## src/rtl/keylock_pkg.sv

```systemverilog
package keylock_pkg;
  localparam int unsigned KEY_COUNT = 2;
  localparam int unsigned KEY_W     = 32;

  typedef logic [KEY_W-1:0] key_word_t;

  localparam key_word_t MAGIC_A = 32'h83E7_0B13;
  localparam key_word_t MAGIC_B = 32'h95A4_F1E0;
endpackage

```

## src/rtl/keylock_slot.sv

```systemverilog
module keylock_slot #(
  parameter int unsigned ADDR_W = 8,
  parameter int unsigned DATA_W = 32,
  parameter logic [ADDR_W-1:0] OFFSET = '0,
  parameter logic [DATA_W-1:0] MAGIC  = '0
) (
  input  logic              clk,
  input  logic              rst_n,
  input  logic              wr_valid,
  input  logic [ADDR_W-1:0] wr_addr,
  input  logic [DATA_W-1:0] wr_data,
  output logic              hit,
  output logic              match,
  output logic [DATA_W-1:0] value
);
  logic [DATA_W-1:0] word_q;

  assign hit = (wr_addr == OFFSET);

  always_ff @(posedge clk) begin
    if (!rst_n)
      word_q <= '0;
    else if (wr_valid && hit)
      word_q <= wr_data;
  end

  assign value = word_q;
  assign match = (word_q == MAGIC);
endmodule

```

## src/rtl/keylock_gate.sv

```systemverilog
module keylock_gate #(
  parameter int unsigned ADDR_W = 8,
  parameter int unsigned DATA_W = 32,
  parameter int unsigned NKEYS  = 2
) (
  input  logic              wr_valid,
  input  logic [ADDR_W-1:0] wr_addr,
  input  logic [DATA_W-1:0] wr_data,
  input  logic [NKEYS-1:0]  key_hit,
  input  logic [NKEYS-1:0]  key_match,
  output logic              open,
  output logic              prot_valid,
  output logic [ADDR_W-1:0] prot_addr,
  output logic [DATA_W-1:0] prot_data
);
  // the lock opens only when every slot matches at once
  assign open = &key_match;

  always_comb begin
    prot_valid = wr_valid && open && (key_hit == '0);
    prot_addr  = wr_addr;
    prot_data  = wr_data;
  end
endmodule

```

## src/rtl/keylock_rdmux.sv

```systemverilog
module keylock_rdmux #(
  parameter int unsigned ADDR_W = 8,
  parameter int unsigned DATA_W = 32,
  parameter int unsigned NKEYS  = 2,
  parameter logic [NKEYS-1:0][ADDR_W-1:0] OFFSETS = '0
) (
  input  logic [ADDR_W-1:0]             rd_addr,
  input  logic [NKEYS-1:0][DATA_W-1:0]  values,
  output logic [DATA_W-1:0]             rd_data
);
  always_comb begin
    rd_data = '0;
    for (int k = 0; k < NKEYS; k++) begin
      if (rd_addr == OFFSETS[k])
        rd_data = values[k];
    end
  end
endmodule

```

## src/rtl/keylock_top.sv

```systemverilog
module keylock_top
  import keylock_pkg::*;
#(
  parameter int unsigned ADDR_W = 8,
  parameter int unsigned DATA_W = KEY_W,
  parameter logic [ADDR_W-1:0] KEY_A_OFS = 8'h6C,
  parameter logic [ADDR_W-1:0] KEY_B_OFS = 8'h70,
  parameter logic [DATA_W-1:0] KEY_A_MAGIC = MAGIC_A,
  parameter logic [DATA_W-1:0] KEY_B_MAGIC = MAGIC_B
) (
  input  logic              clk,
  input  logic              rst_n,
  input  logic              wr_valid,
  output logic              wr_ready,
  input  logic [ADDR_W-1:0] wr_addr,
  input  logic [DATA_W-1:0] wr_data,
  output logic              prot_valid,
  output logic [ADDR_W-1:0] prot_addr,
  output logic [DATA_W-1:0] prot_data,
  output logic              unlocked,
  input  logic [ADDR_W-1:0] rd_addr,
  output logic [DATA_W-1:0] rd_data
);
  localparam int unsigned NK = KEY_COUNT;
  localparam logic [NK-1:0][ADDR_W-1:0] OFS_TAB = {KEY_B_OFS, KEY_A_OFS};
  localparam logic [NK-1:0][DATA_W-1:0] MAG_TAB = {KEY_B_MAGIC, KEY_A_MAGIC};

  logic [NK-1:0]             hit_v;
  logic [NK-1:0]             match_v;
  logic [NK-1:0][DATA_W-1:0] val_v;

  assign wr_ready = 1'b1;

  for (genvar g = 0; g < NK; g++) begin : g_slot
    keylock_slot #(
      .ADDR_W(ADDR_W), .DATA_W(DATA_W),
      .OFFSET(OFS_TAB[g]), .MAGIC(MAG_TAB[g])
    ) u_slot (
      .clk(clk), .rst_n(rst_n),
      .wr_valid(wr_valid), .wr_addr(wr_addr), .wr_data(wr_data),
      .hit(hit_v[g]), .match(match_v[g]), .value(val_v[g])
    );
  end

  keylock_gate #(.ADDR_W(ADDR_W), .DATA_W(DATA_W), .NKEYS(NK)) u_gate (
    .wr_valid(wr_valid), .wr_addr(wr_addr), .wr_data(wr_data),
    .key_hit(hit_v), .key_match(match_v), .open(unlocked),
    .prot_valid(prot_valid), .prot_addr(prot_addr), .prot_data(prot_data)
  );

  keylock_rdmux #(.ADDR_W(ADDR_W), .DATA_W(DATA_W), .NKEYS(NK),
                  .OFFSETS(OFS_TAB)) u_rd (
    .rd_addr(rd_addr), .values(val_v), .rd_data(rd_data)
  );
endmodule

```

## config.mk

```make
export PLATFORM = sky130hd
export DESIGN_NAME = keylock_top
export DESIGN_NICKNAME = d
export VERILOG_FILES = /design/src/rtl/keylock_pkg.sv /design/src/rtl/keylock_slot.sv /design/src/rtl/keylock_gate.sv /design/src/rtl/keylock_rdmux.sv /design/src/rtl/keylock_top.sv
export SDC_FILE = /design/constraint.sdc
export NUM_CORES = 1
export LEC_CHECK = 0
export BUFFER_PORTS_ARGS = -buffer_cell sky130_fd_sc_hd__buf_2
export CORE_MARGIN = 1.5
export CORE_UTILIZATION = 49
export CTS_CLUSTER_DIAMETER = 60
export DETAILED_ROUTE_END_ITERATION = 6
export HOLD_SLACK_MARGIN = 0.05
export PLACE_DENSITY = 0.89
export REMOVE_ABC_BUFFERS = 1
export SYNTH_ARGS = -nofsm -noshare
export SYNTH_HDL_FRONTEND = slang
export SYNTH_SLANG_ARGS = --single-unit
```

## constraint.sdc

```tcl
create_clock -name clk -period 1.74 [get_ports clk]
set_clock_uncertainty 0.2 [all_clocks]
set_input_delay 0.087 -clock clk [delete_from_list [all_inputs] [get_ports clk]]
set_output_delay 0.087 -clock clk [all_outputs]
set_load 0.01 [all_outputs]
```

==> results by group, run 1 <==
Run status
  • Result of the run: complete, but fails checks
  • Violations in the final reports: DRC, setup timing

Clock network
  • Root buffer selected by CTS: clkbuf_8
  • Worst-path clk slew: 0.07 ns
  • Clock tree from TritonCTS: done
  • Clock network latency to the later pin of the worst-skew pair: 0.35 ns
  • # clock sinks: 64
  • Maximum level of the CTS H-tree: 3
  • Num CTS Buffers: 9
  • Clk buf depth: 2

Flow run
  • Max-capacitance violation count: 0

Drt
  • Routed via count: roughly 3.1k
  • Drt wl/cell: 18.6 um
  • Detail Route Antenna Nets: 0
  • Ratio of routed vias to standard cells: 5.44
  • Violation count after the first detailed-route iteration: 190
  • Detailed-routing iteration count for the pre-antenna-repair pass: 6
  • Sum of routed wire length over all layers: 10,800 um
  • Number of remaining DRC errors: 12

Timing
  • Time the worst path needs with I/O delays and setup: 2.15 ns
  • Setup repair after global routing missed its margin: yes
  • Crit share post-route: 124%
  • Total Negative Setup Slacks: -1.31 ns
  • Min setup slack post-route: -0.410 ns
  • F_max: 465 MHz
  • Final-report hold violation count: 0
  • Post-Route Hold Slack: 0.0779 ns
  • Final slew viol count: 0
  • Number of endpoints failing setup at the final stage: 26

Floorplanning
  • Overall die height: 85.4 um
  • Starting utilization of the core area: roughly half
  • Io pins: 126
  • Floorplan core area: ~6500 sq um
  • X dimension of the die: 85.4 um
  • Floorplan die area: 7290 sq um
  • Standard-cell row count: 29

Synth
  • Synth warnings: 0
  • Register area share after synthesis: 38.5%
  • Mean instance size in the synthesized netlist: 9.31 sq um
  • Number of enable flip-flop cells after synthesis: 0
  • Synthesized instance count: approximately 360
  • Number of distinct library cells after synthesis: 24
  • Post-Synthesis Cell Area: 3320 sq um
  • Share of synthesized flip-flops with an asynchronous set or reset: 0%
  • Synth Register Bits: 64
  • Top_reg_cell synth: dfxtp_1

Power
  • Share of total power in combinational logic: about a tenth
  • Share of power burned in registers: 48.9%
  • Power Internal: 2280 uW
  • Relative contribution of the clock network to total power: 40.9%
  • Max rail drop VDD: roughly 0.37 mV
  • Switching power summed over all nets: 723 uW
  • Leakage: 0.00247 uW
  • Power per cell area: 585 nW/um^2
  • Fraction of power spent switching nets: 24.1%
  • PnR Total Power: 3000 uW

Layout
  • Ratio of cells with drive above 1 in the final layout: between 40 and 50%
  • Final core area utilization: roughly 79%
  • Area growth from synthesis to layout: 54.3%
  • Number of antenna cells inserted: 0
  • Max reg flops: 64
  • Number of nets at the end of the flow: approximately 550

Placed design
  • DP HPWL: 5500 um
  • Gp weighted congestion: 0.746
  • Quantity of I/O buffers inserted on ports: 124

Setup path
  • CP Capture Type: output pin
  • Arrival time reported for the critical path endpoint: 1.86 ns
  • CP Class: flip-flop to output pin
  • Maximum fanout along the worst path: 3
  • Critical path required time: ~1.5 ns
  • Category of the worst setup path launch point: flip-flop

Global route
  • Wire length of the first global-routing pass: roughly 16,000 um
  • Vias in the first global route: 3,161
  • Leftover overflow at the end of global routing: 0
  • Number of antenna violations at the first check in global routing: 0
  • Total routing resource utilization after global routing: 28.7%
  • Pin count of the biggest net entering global routing: 97

Worst hold path
  • Type of the most critical hold path: input pin to flip-flop
## layout make-up
| type | instances | area (sq um) |
|---|---|---|
| multi-input cells | 228 | 1960 |
| repair buffers | 194 | 1600 |
| fillers | 375 | 1330 |
| flip-flops and latches | 64 | 1290 |
| clock buffers | 13 | 139 |
| well taps | 77 | 96.3 |
| clock inverters | 3 | 42.5 |
## power by group through the flow
| stage | Combinational (uW) | Sequential, uW | Clock [uW] |
|---|---|---|---|
| after floorplan | 38.4 | 1500 | 0 |
| after global placement | 226 | 1500 | 0 |
| after detailed placement | 231 | 1500 | 0 |
| after CTS | 297 | 1470 | 1240 |
| after global routing | 326 | 1470 | 1310 |
| final | 305 | 1470 | 1230 |
## worst max-delay path, cell delays in order, from the launching register on
cell     delay [ns]
dfxtp_2        0.35
nor4_4         0.29
nand4_1        0.19
nor4_4         0.35
and3_1         0.20
buf_2          0.13
## kinds of logic (layout without fill, tap and decap cells)
family                 after synthesis  count (layout)  share of synthesized area (%)
AOI/OAI and AO/OA                   33              33                           9.67
buffers and inverters               65             210                           13.0
DFF                                 64              64                           38.5
muxes                               64              64                           19.3
other                                1               1                          0.113
and+or+nand+nor                    130             130                           19.4
## per-layer routing
metal  wire (um)  up-vias  track usage, %
met1        4220     1501            33.5
li1            -     1485               -
met4         296        0            13.5
met5           0        -               0
met2        5500      141            50.4
met3         746       22            5.74
## cells in the mapped netlist (2+ instances only)
master | instances | area share (%)
a22o_1 | 3 | 0.79
a22o_2 | 29 | 8.7
and3_1 | 2 | 0.38
and4b_1 | 5 | 1.5
buf_2 | 10 | 1.5
buf_4 | 41 | 9.3
buf_6 | 3 | 1.0
clkbuf_1 | 10 | 1.1
dfxtp_1 | 64 | 39
mux2i_1 | 64 | 19
nand2_1 | 99 | 11
nand4_1 | 4 | 0.75
nor2_1 | 2 | 0.23
nor4_1 | 3 | 0.56
nor4b_1 | 2 | 0.53
nor4bb_1 | 8 | 2.4
## stage by stage
| step | std cells | area [sq um] | worst slack, ns |
|---|---|---|---|
| floorplan | 292 | 2890 | -0.395 |
| global placement | 518 | 3870 | -0.234 |
| detailed placement | 518 | 3870 | -0.316 |
| CTS | 576 | 5040 | -0.395 |
| global route | 579 | 5130 | -0.503 |
| finish | 579 | 5130 | -0.410 |
## final timing paths
path | depth (start not counted) | start | slack (ns) | end
worst max-delay path | 5 | g_slot[0].u_slot.value[13]$_SDFFE_PN0P_ | -0.41 | prot_valid
worst min-delay path | 4 | rst_n | 0.08 | g_slot[0].u_slot.value[8]$_SDFFE_PN0P_
worst max register to register | 3 | g_slot[1].u_slot.value[1]$_SDFFE_PN0P_ | 0.70 | g_slot[1].u_slot.value[1]$_SDFFE_PN0P_
worst min register to register | 2 | g_slot[0].u_slot.value[25]$_SDFFE_PN0P_ | 0.27 | g_slot[0].u_slot.value[25]$_SDFFE_PN0P_
## placed cells by master (no fill, tap or decap), types with 2 or more instances in the layout
| master | Yosys | layout |
|---|---|---|
| nor4bb_4 | 0 | 4 |
| clkbuf_8 | 0 | 9 |
| a22o_4 | 0 | 27 |
| and4b_1 | 5 | 5 |
| a22o_1 | 3 | 3 |
| nor2_1 | 2 | 2 |
| nand4_1 | 4 | 4 |
| buf_12 | 0 | 6 |
| nor4bb_2 | 0 | 2 |
| dfxtp_1 | 64 | 54 |
| nor4bb_1 | 8 | 2 |
| buf_6 | 3 | 34 |
| buf_16 | 0 | 3 |
| buf_4 | 41 | 24 |
| a22o_2 | 29 | 2 |
| nor4_4 | 0 | 2 |
| clkbuf_16 | 0 | 2 |
| dfxtp_2 | 0 | 10 |
| buf_2 | 10 | 93 |
| nor4b_4 | 1 | 2 |
| dlygate4sd3_1 | 0 | 32 |
| mux2i_1 | 64 | 64 |
| clkbuf_1 | 10 | 4 |
| nor4b_2 | 1 | 2 |
| nand2_1 | 99 | 98 |
## repair_timing
action / 4_1_cts / 5_1_grt
hold buffers: 32 / 0
buffers inserted: 6 / 2
resized for setup: 85 / 11
endpoints found under the hold margin: 64 / 0
pin swaps: 26 / 19
endpoints found under the setup margin: 34 / 34
cloned: 5 / 1
(Power assumes the default switching activity.)
==> inputs of run 2 (changes only) <==
--- a/config.mk
+++ b/config.mk
@@ -13,6 +13,7 @@
 export HOLD_SLACK_MARGIN = 0.05
 export PLACE_DENSITY = 0.89
 export REMOVE_ABC_BUFFERS = 1
+export SETUP_SLACK_MARGIN = 0.4
 export SYNTH_ARGS = -nofsm -noshare
 export SYNTH_HDL_FRONTEND = slang
 export SYNTH_SLANG_ARGS = --single-unit
==> results by group, run 2 (synthesis results as in run 1) <==
Floorplanning
  • Starting utilization of the core area: 51.5% (unchanged)
  • Io pins: 126 (unchanged)
  • Floorplan die area: 7290 sq um (unchanged)
  • Standard-cell row count: 29 (unchanged)
  • Overall die height: 85.4 um (unchanged)
  • X dimension of the die: 85.4 um (unchanged)
  • Floorplan core area: 6460 sq um (unchanged)

Power
  • Share of power burned in registers: 48.9% (about the same)
  • Power per cell area: 583 nW/um^2 (-0.24%)
  • PnR Total Power: 3000 uW (about the same)
  • Relative contribution of the clock network to total power: 41.0% (about the same)
  • Max rail drop VDD: 0.379 mV (+1.8%)
  • Share of total power in combinational logic: 10.2% (about the same)
  • Power Internal: 2280 uW (about the same)
  • Leakage: 0.00249 uW (+0.52%)
  • Fraction of power spent switching nets: 24.2% (+0.050 points)
  • Switching power summed over all nets: 725 uW (+0.21%)

Layout
  • Area growth from synthesis to layout: 54.7%
  • Final core area utilization: 79.6% (+0.19 points)
  • Number of antenna cells inserted: 0 (unchanged)
  • Number of non-filler instances in the completed layout: 580 (+0.17%)
  • Ratio of cells with drive above 1 in the final layout: 45.9% (+0.11 points)
  • Number of nets at the end of the flow: 549 (+0.18%)
  • Commonest non-fill, non-tap cell in the layout: nand2_1
  • Max reg flops: 64 (unchanged)
  • Top library cells by usage in the layout, fill and taps aside: 98 x nand2_1, 93 x buf_2, 64 x mux2i_1

Timing
  • Crit share post-route: 125% (+1.8 points)
  • Time the worst path needs with I/O delays and setup: 2.18 ns (+0.0321 ns)
  • Setup repair after global routing missed its margin: yes
  • Final-report hold violation count: 0 (unchanged)
  • Total Negative Setup Slacks: -1.30 ns (+0.00928 ns)
  • Number of endpoints failing setup at the final stage: 25 (-3.8%)
  • Min setup slack post-route: -0.442 ns (-0.0321 ns)
  • Post-Route Hold Slack: 0.0811 ns (+0.00318 ns)
  • Final slew viol count: 0 (unchanged)
  • F_max: 458 MHz (-1.5%)

Global route
  • Total routing resource utilization after global routing: 28.6% (-0.082 points)
  • Number of antenna violations at the first check in global routing: 0 (unchanged)
  • Vias in the first global route: 3,159 (-0.063%)
  • Pin count of the biggest net entering global routing: 97 (unchanged)
  • Wire length of the first global-routing pass: 15,800 um (-0.35%)
  • Leftover overflow at the end of global routing: 0 (unchanged)

Setup path
  • Largest stage delay, worst path: 0.35 ns (about the same)
  • Critical path required time: 1.45 ns (about the same)
  • Maximum fanout along the worst path: 3 (unchanged)
  • Buf+Inv Stages, Crit Path: 1 (unchanged)
  • Crit path cell chain: nor4bb_4 > nand4_1 > nor4_4 > and3_1 > buf_2
  • CP Capture Type: output pin
  • Slowest CP cell: dfxtp_1
  • Category of the worst setup path launch point: flip-flop
  • CP delay by family, top: simple AND/OR/NAND/NOR gates
  • CP Class: flip-flop to output pin
  • Arrival time reported for the critical path endpoint: 1.89 ns (+0.03 ns)

Drt
  • Detail Route Antenna Nets: 0 (unchanged)
  • Sum of routed wire length over all layers: 10,700 um (-0.46%)
  • Drt wl/cell: 18.5 um (-0.64%)
  • Ratio of routed vias to standard cells: 5.43 (-0.11%)
  • Detailed-routing iteration count for the pre-antenna-repair pass: 6 (unchanged)
  • Violation count after the first detailed-route iteration: 161 (-15%)
  • Routed via count: 3,151 (+0.064%)
  • Number of remaining DRC errors: 12 (unchanged)

Clock network
  • # clock sinks: 64 (unchanged)
  • Root buffer selected by CTS: clkbuf_8
  • Maximum level of the CTS H-tree: 3 (unchanged)
  • Clock tree from TritonCTS: done
  • Num CTS Buffers: 9 (unchanged)
  • Clock network latency to the later pin of the worst-skew pair: 0.35 ns (about the same)
  • Clk buf depth: 2 (unchanged)
  • Worst-path clk slew: 0.07 ns (about the same)

Run status
  • Violations in the final reports: DRC, setup timing
  • Result of the run: complete, but fails checks

Placed design
  • Number of placed instances, taps included: 518 (unchanged)
  • Quantity of I/O buffers inserted on ports: 124 (unchanged)
  • DP HPWL: 5500 um (unchanged)
  • Gp weighted congestion: 0.746 (unchanged)

Worst hold path
  • Type of the most critical hold path: input pin to flip-flop

Flow run
  • Max-capacitance violation count: 0 (unchanged)
==> run 2: cell count changes in the layout (fill, tap and decap cells not counted) <==
cell	before	now
dfxtp_4	0	1
nor4bb_2	2	1
a22o_2	2	1
buf_4	24	25
dfxtp_1	54	53
nor4bb_1	2	3
a22o_4	27	28
==> run 2: area by class of cell <==
class / instances / area [sq um]
Sequential cell: 64 / 1300
Clock buffer: 13 / 139
Clock inverter: 3 / 42.5
Tap cell: 77 / 96.3
Multi-Input combinational cell: 228 / 1960
Timing Repair Buffer: 195 / 1610
Fill cell: 378 / 1320
==> run 2: metrics by stage <==
step / cell area (sq um) / setup slack [ns]
2_1_floorplan: 2890 / -0.395
3_3_place_gp: 3870 / -0.234
3_5_place_dp: 3870 / -0.316
4_1_cts: 5050 / -0.395
5_1_grt: 5140 / -0.523
6_report: 5140 / -0.442
==> run 2: worst paths after layout <==
check | slack [ns] | to | startpoint | cells after the start
worst min-delay path | 0.08 | g_slot[0].u_slot.value[8]$_SDFFE_PN0P_ | rst_n | 4
worst min register to register | 0.28 | g_slot[1].u_slot.value[11]$_SDFFE_PN0P_ | g_slot[1].u_slot.value[11]$_SDFFE_PN0P_ | 2
worst max-delay path | -0.44 | prot_valid | g_slot[0].u_slot.value[26]$_SDFFE_PN0P_ | 5
worst max register to register | 0.71 | g_slot[0].u_slot.value[5]$_SDFFE_PN0P_ | g_slot[0].u_slot.value[5]$_SDFFE_PN0P_ | 3
==> run 2: routing by layer <==
metal / GRT usage [%] / vias to the layer above / part of all wire [%]
met2: 51.0 / 126 / 51
li1: - / 1497 / -
met5: 0 / - / 0
met1: 32.5 / 1503 / 40
met4: 11.0 / 0 / 2.4
met3: 7.88 / 25 / 6.3
==> run 2: tightest hold or removal path: stages <==
cell and delay [ns]:
buf_2 0.11, buf_12 0.22, nand2_1 0.11, mux2i_1 0.06
==> run 2: power by group through the flow <==
stage                     sequential (uW)  clock (uW)  combinational, uW
after floorplan                      1500           0               38.4
after global placement               1500           0                226
after detailed placement             1500           0                231
after CTS                            1470        1240                297
after global routing                 1470        1310                327
final                                1470        1230                306
==> run 2: timing repair <==
item	CTS	global route
hold buffers	32	0
setup endpoints to repair	34	34
setup buffers	6	2
pin swaps	26	21
resized for setup	86	12
gates cloned	5	1
hold endpoints to repair	64	0
